[src/rtl/cfgwin_pkg.sv]
package cfgwin_pkg;
  localparam int DW     = 32;
  localparam int LANES  = DW / 8;
  localparam int BUS_W  = 8;
  localparam int DEV_W  = 5;
  localparam int FN_W   = 3;
  localparam int REG_W  = 6;

  typedef enum logic [1:0] {
    SZ_BYTE = 2'd0,
    SZ_HALF = 2'd1,
    SZ_WORD = 2'd2,
    SZ_RSVD = 2'd3
  } xfer_size_e;

  typedef enum logic [1:0] {
    ST_IDLE = 2'd0,
    ST_WAIT = 2'd1,
    ST_DONE = 2'd2
  } ctrl_state_e;

  typedef struct packed {
    logic             en;
    logic [BUS_W-1:0] bus;
    logic [DEV_W-1:0] dev;
    logic [FN_W-1:0]  fn;
    logic [REG_W-1:0] rg;
  } cfg_addr_t;

  function automatic logic [DW-1:0] addr_readback(input cfg_addr_t a);
    return {a.en, 7'b0, a.bus, a.dev, a.fn, a.rg, 2'b00};
  endfunction
endpackage

[src/rtl/cfgwin_addr_reg.sv]
module cfgwin_addr_reg
  import cfgwin_pkg::*;
(
  input  logic          clk,
  input  logic          rst,
  input  logic          we,
  input  logic [DW-1:0] wdata,
  output cfg_addr_t     addr_q
);
  logic unused_bits;
  assign unused_bits = ^{wdata[30:24], wdata[1:0]};

  always_ff @(posedge clk) begin
    if (rst) begin
      addr_q <= '0;
    end else if (we) begin
      addr_q.en  <= wdata[31];
      addr_q.bus <= wdata[23:16];
      addr_q.dev <= wdata[15:11];
      addr_q.fn  <= wdata[10:8];
      addr_q.rg  <= wdata[7:2];
    end
  end
endmodule

[src/rtl/cfgwin_lane_steer.sv]
module cfgwin_lane_steer
  import cfgwin_pkg::*;
(
  input  xfer_size_e       size,
  input  logic [1:0]       off,
  input  logic [DW-1:0]    wdata,
  output logic [LANES-1:0] be,
  output logic [DW-1:0]    lane_data
);
  logic [2:0]    nbytes;
  logic [1:0]    off_eff;
  logic [DW-1:0] masked;

  always_comb begin
    case (size)
      SZ_BYTE: begin
        nbytes  = 3'd1;
        off_eff = off;
        masked  = {24'b0, wdata[7:0]};
      end
      SZ_HALF: begin
        nbytes  = 3'd2;
        off_eff = off;
        masked  = {16'b0, wdata[15:0]};
      end
      default: begin
        nbytes  = 3'd4;
        off_eff = 2'd0;
        masked  = wdata;
      end
    endcase
    lane_data = masked << {off_eff, 3'b000};
  end

  for (genvar i = 0; i < LANES; i++) begin : g_lane
    assign be[i] = (3'(i) >= {1'b0, off_eff}) &&
                   (3'(i) <  ({1'b0, off_eff} + nbytes));
  end
endmodule

[src/rtl/cfgwin_ctrl.sv]
module cfgwin_ctrl
  import cfgwin_pkg::*;
#(
  parameter int                ADDR_W       = 8,
  parameter logic [ADDR_W-1:0] CFG_ADDR_OFS = 8'h28,
  parameter logic [ADDR_W-1:0] CFG_DATA_OFS = 8'h2C
) (
  input  logic               clk,
  input  logic               rst,
  input  logic               sb_valid,
  input  logic               sb_write,
  input  logic [ADDR_W-3:0]  sb_word,
  output logic               sb_ready,
  output logic [DW-1:0]      sb_rdata,
  input  cfg_addr_t          addr_q,
  input  logic [LANES-1:0]   be_c,
  input  logic [DW-1:0]      wdata_c,
  output logic               addr_we,
  output logic               dn_req,
  output logic               dn_we,
  output logic [BUS_W-1:0]   dn_bus,
  output logic [DEV_W-1:0]   dn_dev,
  output logic [FN_W-1:0]    dn_fn,
  output logic [REG_W-1:0]   dn_reg,
  output logic [LANES-1:0]   dn_be,
  output logic [DW-1:0]      dn_wdata,
  input  logic               dn_ack,
  input  logic [DW-1:0]      dn_rdata
);
  localparam logic [ADDR_W-3:0] ADDR_IDX = CFG_ADDR_OFS[ADDR_W-1:2];
  localparam logic [ADDR_W-3:0] DATA_IDX = CFG_DATA_OFS[ADDR_W-1:2];

  ctrl_state_e state;
  logic        hit_addr, hit_data, accept;

  assign hit_addr = (sb_word == ADDR_IDX);
  assign hit_data = (sb_word == DATA_IDX);
  assign accept   = (state == ST_IDLE) && sb_valid;
  assign addr_we  = accept && sb_write && hit_addr;

  always_ff @(posedge clk) begin
    if (rst) begin
      state    <= ST_IDLE;
      sb_ready <= 1'b0;
      sb_rdata <= '0;
      dn_req   <= 1'b0;
      dn_we    <= 1'b0;
      dn_bus   <= '0;
      dn_dev   <= '0;
      dn_fn    <= '0;
      dn_reg   <= '0;
      dn_be    <= '0;
      dn_wdata <= '0;
    end else begin
      case (state)
        ST_IDLE: begin
          sb_ready <= 1'b0;
          if (sb_valid) begin
            if (hit_data && addr_q.en) begin
              dn_req   <= 1'b1;
              dn_we    <= sb_write;
              dn_bus   <= addr_q.bus;
              dn_dev   <= addr_q.dev;
              dn_fn    <= addr_q.fn;
              dn_reg   <= addr_q.rg;
              dn_be    <= be_c;
              dn_wdata <= wdata_c;
              state    <= ST_WAIT;
            end else begin
              sb_ready <= 1'b1;
              state    <= ST_DONE;
              if (hit_addr)      sb_rdata <= addr_readback(addr_q);
              else if (hit_data) sb_rdata <= '1;
              else               sb_rdata <= '0;
            end
          end
        end
        ST_WAIT: begin
          if (dn_ack) begin
            dn_req   <= 1'b0;
            sb_ready <= 1'b1;
            sb_rdata <= dn_rdata;
            state    <= ST_DONE;
          end
        end
        default: begin
          sb_ready <= 1'b0;
          state    <= ST_IDLE;
        end
      endcase
    end
  end
endmodule

[src/rtl/cfgwin_port.sv]
module cfgwin_port
  import cfgwin_pkg::*;
#(
  parameter int                ADDR_W       = 8,
  parameter logic [ADDR_W-1:0] CFG_ADDR_OFS = 8'h28,
  parameter logic [ADDR_W-1:0] CFG_DATA_OFS = 8'h2C
) (
  input  logic              clk,
  input  logic              rst,
  input  logic              sb_valid,
  input  logic              sb_write,
  input  logic [1:0]        sb_size,
  input  logic [ADDR_W-1:0] sb_addr,
  input  logic [31:0]       sb_wdata,
  output logic              sb_ready,
  output logic [31:0]       sb_rdata,
  output logic              dn_req,
  output logic              dn_we,
  output logic [7:0]        dn_bus,
  output logic [4:0]        dn_dev,
  output logic [2:0]        dn_fn,
  output logic [5:0]        dn_reg,
  output logic [3:0]        dn_be,
  output logic [31:0]       dn_wdata,
  input  logic              dn_ack,
  input  logic [31:0]       dn_rdata
);
  cfg_addr_t        addr_q;
  logic             addr_we;
  logic [LANES-1:0] be_c;
  logic [DW-1:0]    wdata_c;

  cfgwin_addr_reg u_areg (
    .clk    (clk),
    .rst    (rst),
    .we     (addr_we),
    .wdata  (sb_wdata),
    .addr_q (addr_q)
  );

  cfgwin_lane_steer u_steer (
    .size      (xfer_size_e'(sb_size)),
    .off       (sb_addr[1:0]),
    .wdata     (sb_wdata),
    .be        (be_c),
    .lane_data (wdata_c)
  );

  cfgwin_ctrl #(
    .ADDR_W       (ADDR_W),
    .CFG_ADDR_OFS (CFG_ADDR_OFS),
    .CFG_DATA_OFS (CFG_DATA_OFS)
  ) u_ctrl (
    .clk      (clk),
    .rst      (rst),
    .sb_valid (sb_valid),
    .sb_write (sb_write),
    .sb_word  (sb_addr[ADDR_W-1:2]),
    .sb_ready (sb_ready),
    .sb_rdata (sb_rdata),
    .addr_q   (addr_q),
    .be_c     (be_c),
    .wdata_c  (wdata_c),
    .addr_we  (addr_we),
    .dn_req   (dn_req),
    .dn_we    (dn_we),
    .dn_bus   (dn_bus),
    .dn_dev   (dn_dev),
    .dn_fn    (dn_fn),
    .dn_reg   (dn_reg),
    .dn_be    (dn_be),
    .dn_wdata (dn_wdata),
    .dn_ack   (dn_ack),
    .dn_rdata (dn_rdata)
  );
endmodule

[config.mk]
export PLATFORM = sky130hd
export DESIGN_NAME = cfgwin_port
export DESIGN_NICKNAME = d
export VERILOG_FILES = /design/src/rtl/cfgwin_pkg.sv /design/src/rtl/cfgwin_addr_reg.sv /design/src/rtl/cfgwin_lane_steer.sv /design/src/rtl/cfgwin_ctrl.sv /design/src/rtl/cfgwin_port.sv
export SDC_FILE = /design/constraint.sdc
export NUM_CORES = 1
export LEC_CHECK = 0
export BUFFER_PORTS_ARGS = -buffer_cell sky130_fd_sc_hd__buf_2
export CAP_MARGIN = 0
export CORE_MARGIN = 8
export CORE_UTILIZATION = 42
export CTS_CLUSTER_DIAMETER = 40
export CTS_CLUSTER_SIZE = 28
export DETAILED_ROUTE_END_ITERATION = 7
export PLACE_DENSITY = 0.68
export SETUP_SLACK_MARGIN = 0.4
export SYNTH_ARGS = -nofsm -noshare
export SYNTH_HDL_FRONTEND = slang
export SYNTH_HIERARCHICAL = 1
export SYNTH_SLANG_ARGS = --single-unit
[constraint.sdc]
create_clock -name clk -period 2.6 [get_ports clk]
set_input_delay 0.52 -clock clk [delete_from_list [all_inputs] [get_ports clk]]
set_output_delay 0.52 -clock clk [all_outputs]
set_load 0.05 [all_outputs]
* Word-level counts from Yosys, hierarchy flattened
Cells that the tools add are included.
** Storage, ports and cells
- Register bits after elaboration :: 118
- Bits of input ports :: 79
- Output and inout port bits :: 93
- Word-level logic and storage cells :: 69
** Cells by class
- $add $sub $neg :: 1
- Order comparisons :: 7
- Equal/unequal tests :: 8
- Shift-type cells :: 1
- Multiplexer cells :: 21
- Reductions and logical operators :: 15
** Operators by type and width (number)
- 32-bit 2-to-1 mux :: 5
- 32-bit one-hot mux with 2 select lines :: 2
- 32-bit by 5-bit << shifter with 32-bit output :: 1
- 6-bit by 4-bit equality test with 1-bit output, second input constant :: 2
- 2-bit 2-to-1 mux :: 4
- 2-bit != test, second input constant :: 4
- 4-bit AND reduction :: 2
- 1-bit logical AND :: 7
- 1-bit by 3-bit less-than comparator with 1-bit output, first input constant :: 2
- 2-bit by 3-bit less-than comparator with 1-bit output, first input constant :: 2
- 1-bit 2-to-1 mux :: 6
- 3-bit one-hot mux with 2 select lines :: 1
- 2-bit by 1-bit equality test with 1-bit output, second input constant :: 2
- 1-bit by 2-bit greater-or-equal comparator with 1-bit output, first input constant :: 2
- 2-bit logical NOT :: 2
- 1-bit one-hot mux with 2 select lines :: 2
- 2-bit one-hot mux with 2 select lines :: 1
- 2-bit by 3-bit adder with 3-bit output :: 1
- 3-bit AND reduction :: 1
- 2-bit greater-or-equal comparator, first input constant :: 1
- 2-bit AND reduction :: 1
- 2-bit nonzero test :: 1
- 2-bit OR reduction :: 1

* Depth between registers and ports, before layout
- Depth in word-level cells :: 6
- Gate-level depth with buffers :: 11
- Depth with buffers taken out :: 8

* By module
The synthesis kept the hierarchy.
** By module, submodules not included
- cfgwin_ctrl :: times used 1, cells each 463, area an instance 3802.4 µm², sequential area each 1901.8 µm²
- cfgwin_addr_reg :: times used 1, cells each 74, area an instance 835.8 µm², sequential area each 460.4 µm²
- cfgwin_lane_steer :: times used 1, cells each 96, area an instance 660.6 µm², sequential area each 0.0 µm²

* Worst setup path before layout
Ideal clock, no wire load.
- Path kind :: in2reg
- Start point :: input sb_addr[7]
- End point :: register u_areg/addr_q[0] (netlist name)
- Library setup time :: 0.128 ns
- Data arrival time :: 2.179 ns
- Required time :: 2.472 ns
- Slack :: 0.293 ns
- Cell stages on the path :: 7
- Path buffers :: 2
- Cells stage by stage :: or4b_4 -> or2_0 -> nor4b_1 -> buf_6 -> buf_12 -> mux2i_1 -> nor2_1
** On the way
- Word-level cells in the longest chain between the ends :: 2
** Ends and longest elaborated chain
- from (decl) :: line cfgwin_port.sv:13 : input logic [ADDR_W-1:0] sb_addr,
- 6-bit by 4-bit equality test with 1-bit output :: line cfgwin_ctrl.sv:36 : assign hit_addr = (sb_word == ADDR_IDX);
- 1-bit logical AND :: line cfgwin_ctrl.sv:39 : assign addr_we = accept && sb_write && hit_addr;
- named net addr_we :: line cfgwin_port.sv:29 : logic addr_we;
The timed path passes the listed nets, and every way through them passes these cells.
A chain may end at the register's enable or synchronous reset.

* Final worst setup path
- Start point :: register u_ctrl.state[0]
- End point :: register u_ctrl.dn_reg[0]
** On the way
- Word-level cells in the longest chain between the ends :: 2
** Ends and longest elaborated chain
- from (decl) :: line cfgwin_ctrl.sv:33 : ctrl_state_e state;
- from (signal assigned) :: line cfgwin_ctrl.sv:43 : state <= ST_IDLE;
- from (signal assigned) :: line cfgwin_ctrl.sv:68 : state <= ST_WAIT;
- from (signal assigned) :: line cfgwin_ctrl.sv:71 : state <= ST_DONE;
- 2-bit logical NOT :: line cfgwin_ctrl.sv:55 : case (state)
- 3-bit AND reduction (no line)
- to (signal assigned) :: line cfgwin_ctrl.sv:65 : dn_reg <= addr_q.rg;
- to (decl) :: line cfgwin_ctrl.sv:24 : output logic [REG_W-1:0] dn_reg,
Every way passes these cells.

==> results_dict.tcl <==
set metrics [dict create \
    setup-tns-final_ns 0 \
    syn-num-nets 714 \
    h-tree-depth 4 \
    drtPass1Iterations 5 \
    avgSynthCellArea_sq_um 8.371 \
    place.gp.congestion 0.8383 \
    cp-start-kind "flop" \
    pin_count 172 \
    regArea_sq_mm 0.002362 \
    tightestPinTransition_ns 0.6993 \
    path_cells "or3b_2 > or3_2 > buf_12 > nand2_1 > a21oi_1" \
    crit_required_ns 2.86 \
    final_nets 861 \
    synth_cell_types 41 \
    antenna_found_initial 1 \
    drive_gt1_share_pct 29.26 \
    ys_ff_latch 118 \
    routedWlPerCell_microns 17.69 \
    power_switching_uw 1149 \
    multi_input_area_sq_mm 0.002609 \
    drc 0 \
    synth_area_leaders "dfxtp_1, nand2_1, a21oi_1" \
    switching_share_pct 24.66 \
    max-slew-margin-rel_pct 53.28 \
    syn_area_sq_mm 0.005299 \
    antennaDiodeCount 0 \
    ant_nets 0 \
    arrival_ns 2.39 \
    start_util_pct 42.51 \
    slowest_stage "or3b_2" \
    die_area_sq_mm 0.01647 \
    comb_power_share_pct 10.8 \
    internal_power_uw 3510 \
    synth.yosys.seq_area_share_pct 44.58 \
    crit_path_end_kind "flop" \
    synth_edf_count 0 \
    holdBufCountCts 0 \
    syn2layout_area_growth_pct 28.50 \
    grtUsageTotal_pct 20.28 \
    cp_top_family "simple AND/OR/NAND/NOR gates" \
    worstSetupPathType "flop to flop" \
    finalSetupViolCount 0 \
    ys_async_sr_fraction_pct 0 \
    min_path_type "input pin to flop" \
    clockBufferDepth 2 \
    hpwlAfterDp_microns 12430 \
    power.density_mw_per_mm2 684.1 \
    dpl-instance-area_sq_mm 0.006236 \
    fp-row-count 41 \
    hold_viol_final 0 \
    rsz0062_at_grt "no" \
    port_buffers 171 \
    drt-initial-drc-count 504 \
    synth_cells 633 \
    overflow 0 \
    finalMaxSlewViolations 0 \
    cts_tree "yes" \
    cts-buffers-inserted 17 \
    cts.clk_slew.worst_paths_ns 0.05 \
    cts.sinks 118 \
    grt_pass1_wl_microns 26590 \
    fin_crit_ns 2.129 \
    cellLeakagePower_uw 0.002998 \
    grt_pass1_vias 5072 \
    postCtsSetupBuffers 0 \
    design_area_sq_mm 0.006809 \
    grt_max_degree 61 \
    cts_resized 0 \
    fillers 1192 \
    core_sq_mm 0.01247 \
    fin_worst_skew_ns 0.006427 \
    critPathMaxStageDelay_ns 0.59 \
    synth_flop_cell "dfxtp_1" \
    top_regs "u_ctrl/dn_wdata x32, u_ctrl/sb_rdata x32, u_areg/addr_q x23" \
    vias_per_cell 5.379 \
    finalCritPeriodShare_pct 81.87 \
    status "finished, final reports clean" \
    cp_max_fo 60 \
    fp.dieH_microns 128.3 \
    die_w_microns 128.3 \
    wl_microns 17070 \
    p_clk_share_pct 49.0 \
    yosysWarnings 6 \
    maxCapViolations 0 \
    seqPwrFrac_pct 40.1 \
    cts.root.buffer_cell "clkbuf_16" \
    synth_top_area_share_pct 44.58 \
    irDropWorstVdd_uv 324.5 \
    crit_buf_inv 1 \
    clk_latency_ns 0.41 \
    yosysTopAreaCell "dfxtp_1" \
    max_freq_mhz 469.8 \
    vias 5191 \
]
[worst reg2reg max path, stage by stage, from the launching register on]
cell     delay, ns
dfxtp_1       0.45
or3b_2        0.59
or3_2         0.52
buf_12        0.21
nand2_1       0.16
a21oi_1       0.07
[placed cells by master, fill, tap and decap left out, types with 4 or more instances in the layout]
| master | netlist | layout |
|---|---|---|
| a21o_1 | 9 | 9 |
| o21ai_1 | 10 | 10 |
| a21oi_1 | 85 | 85 |
| nor2_1 | 30 | 30 |
| dfxtp_1 | 118 | 118 |
| clkbuf_1 | 28 | 4 |
| o21bai_1 | 24 | 24 |
| a221o_1 | 8 | 8 |
| and2_1 | 10 | 10 |
| and3_1 | 8 | 8 |
| mux2i_1 | 24 | 24 |
| a221oi_2 | 9 | 9 |
| buf_2 | 22 | 170 |
| clkinv_2 | 0 | 7 |
| clkbuf_16 | 0 | 17 |
| a22oi_1 | 31 | 31 |
| inv_1 | 11 | 11 |
| buf_4 | 1 | 13 |
| a22o_1 | 8 | 8 |
| o21ai_0 | 24 | 24 |
| nand2_1 | 137 | 137 |
[power groups by stage]
stage | clock network, uW | registers, uW | logic (uW)
after floorplan | 0 | 2030 | 203
after global routing | 2400 | 1870 | 537
after CTS | 2320 | 1870 | 502
after detailed placement | 0 | 1910 | 501
final | 2280 | 1870 | 505
after global placement | 0 | 1900 | 494
[stage by stage]
stage	utilization, %	hold slack (ns)	setup WS (ns)	power [uW]	std cells
final	54.62	0.3818	0.4714	4658	965
after global routing	54.62	0.3889	0.4114	4804	965
after CTS	54.62	0.3714	0.4934	4694	965
after detailed placement	50.03	0.4442	0.1403	2408	933
after global placement	50.03	0.4435	0.1884	2398	933
after floorplan	-	0.4411	0.3957	2236	633
[logic make-up after synthesis]
family	after synthesis	synth area share, %
XOR/XNOR	2	0.3306
flip-flops	118	44.58
AO/OA/AOI/OAI	214	26.64
AND/OR/NAND/NOR	204	16.79
buffers and inverters	69	6.659
multiplexers	24	4.534
adder cells (fa/ha/maj)	2	0.4722
[cell usage after synthesis, types with 9 or more instances]
master,count
a21o_1,9
a21oi_1,85
a221oi_2,9
a22oi_1,31
and2_1,10
buf_2,22
clkbuf_1,28
dfxtp_1,118
inv_1,11
mux2i_1,24
nand2_1,137
nor2_1,30
o21ai_0,24
o21ai_1,10
o21bai_1,24
[worst paths after layout]
check	from	to	slack (ns)	cells after the start
setup / recovery	u_ctrl/state[0]$_SDFFE_PP0P_	u_ctrl/dn_reg[0]$_SDFFE_PP0P_	0.47	5
hold / removal	sb_write	u_ctrl/dn_we$_SDFFE_PP0P_	0.38	3
setup reg to reg	u_ctrl/state[0]$_SDFFE_PP0P_	u_ctrl/dn_reg[0]$_SDFFE_PP0P_	0.47	5
hold reg to reg	u_ctrl/dn_reg[2]$_SDFFE_PP0P_	u_ctrl/dn_reg[2]$_SDFFE_PP0P_	0.45	2
[final cells by class]
class / count / share of cell area (%)
repair buffers: 186 / 14.81
inverters: 11 / 0.6064
clock buffers: 21 / 6.468
flip-flops and latches: 118 / 34.69
clock inverters: 11 / 1.948
well taps: 172 / 3.161
multi-input cells: 446 / 38.31
[layer usage]
metal	share of wire (%)	global-route usage (%)	vias up
li1	-	-	2496
met1	45	25.86	2449
met2	45	31.32	224
met3	9.5	7.363	20
met4	1.3	6.014	2
met5	0.082	0	-
No activity file was read; power rests on OpenSTA's default activity.
